File: src/rtl/sfc_pkg.sv
package sfc_pkg;

   localparam int unsigned CODE_W = 3;

   typedef enum logic [CODE_W-1:0] {
      FLT_NONE = 3'd0,
      FLT_UD   = 3'd1,
      FLT_NM   = 3'd2,
      FLT_GP   = 3'd3,
      FLT_SS   = 3'd4,
      FLT_PF   = 3'd5,
      FLT_XM   = 3'd6
   } fault_e;

   typedef enum logic [2:0] {
      MD_REAL   = 3'd0,
      MD_V86    = 3'd1,
      MD_PROT   = 3'd2,
      MD_COMPAT = 3'd3,
      MD_LONG   = 3'd4
   } mode_e;

   // Priority slots, index 0 is the highest
   localparam int unsigned SLOT_GATE_UD = 0;
   localparam int unsigned SLOT_NM      = 1;
   localparam int unsigned SLOT_SS      = 2;
   localparam int unsigned SLOT_SEG_GP  = 3;
   localparam int unsigned SLOT_ALN_GP  = 4;
   localparam int unsigned SLOT_PF      = 5;
   localparam int unsigned SLOT_NUM_UD  = 6;
   localparam int unsigned SLOT_NUM_XM  = 7;
   localparam int unsigned NUM_SLOTS    = 8;

   function automatic logic is_flat_mode(input logic [2:0] m);
      return (m == MD_REAL) || (m == MD_V86);
   endfunction

endpackage

File: src/rtl/sfc_gate_check.sv
module sfc_gate_check (
   input  logic ctl_emul,
   input  logic ctl_tswitch,
   input  logic ctl_vecstate_os,
   input  logic feat_ok,
   input  logic lock_pfx,
   output logic gate_ud,
   output logic gate_nm
);

   logic [3:0] ud_terms;

   always_comb begin
      ud_terms[0] = ctl_emul;
      ud_terms[1] = ~ctl_vecstate_os;
      ud_terms[2] = ~feat_ok;
      ud_terms[3] = lock_pfx;
   end

   assign gate_ud = |ud_terms;
   assign gate_nm = ctl_tswitch;

endmodule

File: src/rtl/sfc_mem_check.sv
module sfc_mem_check #(
   parameter int unsigned ADDR_W      = 32,
   parameter int unsigned ALIGN_BYTES = 16,
   parameter int unsigned OPND_BYTES  = 16,
   parameter int unsigned FLAT_LIMIT  = 32'h0000_FFFF
) (
   input  logic [2:0]        cpu_mode,
   input  logic              mem_op,
   input  logic [ADDR_W-1:0] eff_addr,
   input  logic              addr_ok,
   input  logic              stack_seg,
   input  logic              pf_req,
   output logic              seg_ss,
   output logic              seg_gp,
   output logic              aln_gp,
   output logic              pf_hit
);
   import sfc_pkg::*;

   localparam int unsigned ALIGN_LSB = (ALIGN_BYTES > 1) ? $clog2(ALIGN_BYTES) : 1;
   localparam int unsigned SUM_W     = ADDR_W + 1;

   logic             flat;
   logic             bad_legal;
   logic             flat_over;
   logic [SUM_W-1:0] last_byte;

   assign flat      = is_flat_mode(cpu_mode);
   assign last_byte = {1'b0, eff_addr} + SUM_W'(OPND_BYTES - 1);
   assign flat_over = (last_byte > SUM_W'(FLAT_LIMIT));
   assign bad_legal = ~addr_ok & ~flat;

   assign seg_ss = mem_op & bad_legal & stack_seg;
   assign seg_gp = mem_op & ((bad_legal & ~stack_seg) | (flat & flat_over));

   generate
      if (ALIGN_BYTES > 1) begin : g_align
         assign aln_gp = mem_op & (|eff_addr[ALIGN_LSB-1:0]);
      end else begin : g_noalign
         assign aln_gp = 1'b0;
      end
   endgenerate

   assign pf_hit = mem_op & pf_req & (cpu_mode != MD_REAL);

endmodule

File: src/rtl/sfc_prio_enc.sv
module sfc_prio_enc #(
   parameter int unsigned N      = 8,
   parameter int unsigned CW     = 3,
   parameter logic [N*CW-1:0] CODE_TABLE = '0
) (
   input  logic [N-1:0]  hit,
   output logic [CW-1:0] code
);

   logic [CW-1:0] stage [N+1];

   assign stage[N] = '0;

   generate
      for (genvar i = N - 1; i >= 0; i--) begin : g_stage
         assign stage[i] = hit[i] ? CODE_TABLE[i*CW +: CW] : stage[i+1];
      end
   endgenerate

   assign code = stage[0];

endmodule

File: src/rtl/simd_fault_classifier.sv
module simd_fault_classifier #(
   parameter int unsigned ADDR_W      = 32,
   parameter int unsigned ALIGN_BYTES = 16,
   parameter int unsigned OPND_BYTES  = 16,
   parameter int unsigned FLAT_LIMIT  = 32'h0000_FFFF
) (
   input  logic              clk,
   input  logic              rst_n,
   input  logic              chk_req,
   input  logic              ctl_emul,
   input  logic              ctl_tswitch,
   input  logic              ctl_vecstate_os,
   input  logic              ctl_simdx_os,
   input  logic              feat_ok,
   input  logic              lock_pfx,
   input  logic [2:0]        cpu_mode,
   input  logic              mem_op,
   input  logic [ADDR_W-1:0] eff_addr,
   input  logic              addr_ok,
   input  logic              stack_seg,
   input  logic              pf_req,
   input  logic              num_exc,
   output logic              fault_vld,
   output logic [2:0]        fault_code
);
   import sfc_pkg::*;

   generate
      if (ALIGN_BYTES == 0 || (ALIGN_BYTES & (ALIGN_BYTES - 1)) != 0) begin : g_bad_align
         $error("ALIGN_BYTES must be a power of two");
      end
      if (OPND_BYTES == 0) begin : g_bad_opnd
         $error("OPND_BYTES must be nonzero");
      end
      if (ADDR_W < 17) begin : g_bad_addr
         $error("ADDR_W must cover the flat-mode limit");
      end
   endgenerate

   localparam logic [NUM_SLOTS*CODE_W-1:0] SLOT_CODES = {
      FLT_XM, FLT_UD, FLT_PF, FLT_GP, FLT_GP, FLT_SS, FLT_NM, FLT_UD
   };

   logic                 gate_ud, gate_nm;
   logic                 seg_ss, seg_gp, aln_gp, pf_hit;
   logic [NUM_SLOTS-1:0] hit;
   logic [CODE_W-1:0]    code_nx;

   sfc_gate_check u_gate (
      .ctl_emul        (ctl_emul),
      .ctl_tswitch     (ctl_tswitch),
      .ctl_vecstate_os (ctl_vecstate_os),
      .feat_ok         (feat_ok),
      .lock_pfx        (lock_pfx),
      .gate_ud         (gate_ud),
      .gate_nm         (gate_nm)
   );

   sfc_mem_check #(
      .ADDR_W      (ADDR_W),
      .ALIGN_BYTES (ALIGN_BYTES),
      .OPND_BYTES  (OPND_BYTES),
      .FLAT_LIMIT  (FLAT_LIMIT)
   ) u_mem (
      .cpu_mode  (cpu_mode),
      .mem_op    (mem_op),
      .eff_addr  (eff_addr),
      .addr_ok   (addr_ok),
      .stack_seg (stack_seg),
      .pf_req    (pf_req),
      .seg_ss    (seg_ss),
      .seg_gp    (seg_gp),
      .aln_gp    (aln_gp),
      .pf_hit    (pf_hit)
   );

   always_comb begin
      hit               = '0;
      hit[SLOT_GATE_UD] = gate_ud;
      hit[SLOT_NM]      = gate_nm;
      hit[SLOT_SS]      = seg_ss;
      hit[SLOT_SEG_GP]  = seg_gp;
      hit[SLOT_ALN_GP]  = aln_gp;
      hit[SLOT_PF]      = pf_hit;
      hit[SLOT_NUM_UD]  = num_exc & ~ctl_simdx_os;
      hit[SLOT_NUM_XM]  = num_exc & ctl_simdx_os;
   end

   sfc_prio_enc #(
      .N          (NUM_SLOTS),
      .CW         (CODE_W),
      .CODE_TABLE (SLOT_CODES)
   ) u_prio (
      .hit  (hit),
      .code (code_nx)
   );

   always_ff @(posedge clk or negedge rst_n) begin
      if (!rst_n) begin
         fault_vld  <= 1'b0;
         fault_code <= '0;
      end else begin
         fault_vld  <= chk_req;
         fault_code <= chk_req ? code_nx : '0;
      end
   end

endmodule

File: config.mk
export PLATFORM = sky130hd
export DESIGN_NAME = simd_fault_classifier
export DESIGN_NICKNAME = d
export VERILOG_FILES = /design/src/rtl/sfc_pkg.sv /design/src/rtl/sfc_gate_check.sv /design/src/rtl/sfc_mem_check.sv /design/src/rtl/sfc_prio_enc.sv /design/src/rtl/simd_fault_classifier.sv
export SDC_FILE = /design/constraint.sdc
export NUM_CORES = 1
export LEC_CHECK = 0
export ABC_CLOCK_PERIOD_IN_PS = 800
export BUFFER_PORTS_ARGS = -buffer_cell sky130_fd_sc_hd__buf_2
export CORE_MARGIN = 8
export CORE_UTILIZATION = 35
export DETAILED_ROUTE_END_ITERATION = 10
export GPL_ROUTABILITY_DRIVEN = 0
export PLACE_DENSITY_LB_ADDON = 0.1
export SLEW_MARGIN = 5
export SYNTH_ARGS = -nofsm -noshare
export SYNTH_HDL_FRONTEND = slang
export SYNTH_SLANG_ARGS = --single-unit
File: constraint.sdc
create_clock -name clk -period 0.8 [get_ports clk]
set_input_delay 0.16 -clock clk [delete_from_list [all_inputs] [get_ports clk]]
set_output_delay 0.16 -clock clk [all_outputs]
set_load 0.03 [all_outputs]
==> flow_summary_export.csv <==
group,metric,value,unit
run_status,outcome,"finished with violations",
run_status,violations,"negative setup slack",
clocking,clockBufferDepth,2,
power,p_sw,311.9,uW
power,leakage,0.0007352,uW
logic_synthesis,ys_warn_count,0,
flow_run,cap_violations,0,
logic_synthesis,yosys.cell_count.top_type,"nand3_1",
power,clkPwrFrac,25.2,%
logic_synthesis,synth-edff-count,0,
sta,fmax,0.5246,GHz
clocking,h-tree-depth,1,
clocking,post_cts_buffers,0,
floorplanning,die_area,3998,um^2
setup_path,crit_required,0.90,ns
cells_and_area,drive_above_1_share,53.11,%
cells_and_area,nNetsFinal,262,
logic_synthesis,synthTopCellsByArea,"dfrtp_1 (13%), nand3_1 (9.6%), nand4_1 (6.4%)",
logic_synthesis,synth_cell_types,37,
logic_synthesis,avgSynthCellArea,7.034,um^2
min_path,hold_path_class,"in -> reg",
cells_and_area,nFillCells,201,
sta,setup_violations,7,
routing,wl,3.228,mm
place,dpl.hpwl,2.761,mm
sta,worst_pin_slew,0.5851,ns
logic_synthesis,ys_seq_area_share,12.82,%
routing,drt_iter0_drc,69,
sta,rsz0062_at_grt,"true",
sta,drv_slew,0,
setup_path,crit_type,"in -> reg",
routing,final_antenna_net_count,0,
clocking,cts_buffers,3,
sta,whs,0.06741,ns
place,port_buffers,52,
clocking,clkTransAtPathRegs,0.04,ns
routing,routedWlPerCell,13.62,um
clocking,cts_sinks,4,
routing,vias_per_cell,5.414,
logic_synthesis,synthTopCellsByCount,"nand3_1 (15), nand2_1 (8), nand4_1 (8)",
sta,slew_headroom,60.64,%
logic_synthesis,ys_ff_latch,4,
sta,setup_slack,-1.106,ns
global_routing,grt_max_degree,6,
power,p_int,664.2,uW
power,vdd_drop_max,0.0005907,V
routing,first_pass_iters,4,
power,pwr-share-comb,52.8,%
setup_path,critPathMaxFanout,2,
logic_synthesis,synth_area,780.7,um^2
clocking,cts_tree,"yes",
global_routing,grt_usage,16.25,%
logic_synthesis,synth_fp_nets,162,
logic_synthesis,synth.top_cell.area_share,12.82,%
setup_path,startpoint_type,"input pin",
floorplanning,io_pins,53,
global_routing,antenna_found_initial,0,
sta,fin_crit_sh,238.3,%
cells_and_area,antenna_cells,0,
power,p_per_area,640.0,nW/um^2
power,switching_share,31.95,%
logic_synthesis,postSynthCellCount,111,
logic_synthesis,yosysTopAreaCell,"dfrtp_1",
global_routing,grt_pass1_wl,5.658,mm
sta,hold_viol_final,0,
logic_synthesis,synthArstFlopShare,100.0,%
global_routing,grt_pass1_vias,1393,
floorplanning,die_y,63.23,um
cells_and_area,fin_util,70.30,%
power,seq_power_share,22.0,%
floorplanning,fp.dieW,63.23,um
place,placedCellCount,233,
routing,drc,0,
sta,min_period,1.906,ns
clocking,cts_root_buf,"clkbuf_4",
setup_path,cp-end-kind,"flip-flop",
logic_synthesis,synth-main-ff-cell,"dfrtp_1",
global_routing,grt-ovfl-total,0,
routing,num_vias,1283,
setup_path,arrival,2.01,ns
cells_and_area,stdcell_count,237,
floorplanning,start_util,35.99,%
floorplanning,core,2170,um^2
floorplanning,std_cell_rows,17,
cells_and_area,syn_to_final_growth,95.35,%
-- layer usage --
metal | track usage, % | share of wire, % | up-vias
met5 | 0 | 0 | -
met4 | 5.850 | 0.84 | 0
met3 | 4.594 | 7.0 | 4
met2 | 30.35 | 51 | 49
met1 | 16.75 | 41 | 587
li1 | - | - | 643
-- final timing paths --
path                               from             to  slack (ns)  cells after the start
setup / recovery           eff_addr[12]  fault_code[0]       -1.11                      8
hold / removal                  chk_req      fault_vld        0.07                      1
max in group asynchronous         rst_n  fault_code[2]        0.41                      2
min in group asynchronous         rst_n      fault_vld        0.27                      2
-- power groups by stage --
stage | sequential [uW] | combinational (uW) | clock, uW
floorplan | 233 | 132 | 0
global placement | 215 | 455 | 0
detailed placement | 215 | 473 | 0
CTS | 215 | 509 | 251
global route | 215 | 564 | 271
finish | 215 | 515 | 246
-- flip-flops by register name, summed over array words and instances, names as in the netlist --
register / count
fault_code: 3
fault_vld: 1
-- cells by family (layout without fill, tap and decap cells) --
family	count (synthesis)	in the layout	share of synthesized area, %
buffers and inverters	5	103	2.404
AOI/OAI and AO/OA	23	23	20.19
xor gates and xnor gates	2	2	2.244
and+or+nand+nor	73	73	55.93
adders and majority gates	2	2	3.205
DFF	4	4	12.82
muxes	2	2	3.205
-- layout make-up --
| type | instances | area (um^2) | area share, % |
|---|---|---|---|
| clock buffer | 3 | 22.52 | 1.477 |
| inverter | 5 | 18.77 | 1.231 |
| timing repair buffer | 95 | 641.9 | 42.08 |
| sequential | 4 | 100.1 | 6.563 |
| tap | 28 | 35.03 | 2.297 |
| multi-input combinational | 102 | 706.9 | 46.35 |
-- per-stage QoR --
stage / setup slack [ns] / power [uW] / cell area (um^2) / setup TNS, ns
after detailed placement: -1.472 / 688.2 / 1400 / -4.379
after floorplan: -1.188 / 364.7 / 789.5 / -3.525
after global placement: -1.388 / 670.4 / 1400 / -4.135
final: -1.106 / 976.1 / 1525 / -3.640
after CTS: -1.096 / 975.0 / 1511 / -3.640
after global routing: -1.222 / 1050 / 1525 / -4.044
-- layout by cell type, fill, tap and decap left out, types with 5 or more instances in the layout --
| master | count |
|---|---|
| inv_1 | 5 |
| nor2b_1 | 5 |
| nor2_1 | 7 |
| a21oi_1 | 6 |
| nand4_1 | 8 |
| buf_6 | 9 |
| and3_1 | 6 |
| nand2_1 | 7 |
| buf_2 | 43 |
| nand3_1 | 15 |
| buf_4 | 42 |
-- worst max-delay path, cell delays in order --
cell and delay, ns:
buf_6 0.07, nand4_1 0.12, or4_4 0.54, or4_4 0.43, mux2_4 0.23, o2111ai_1 0.13, o311ai_1 0.25, nand2_1 0.09
-- repair_timing --
item | CTS | global route
resized for setup | 17 | 2
hold buffers | 1 | 0
setup endpoints to repair | 7 | 7
pin swaps | 3 | 0
endpoints found under the hold margin | 4 | 0
Power figures use the tool's default switching activity.
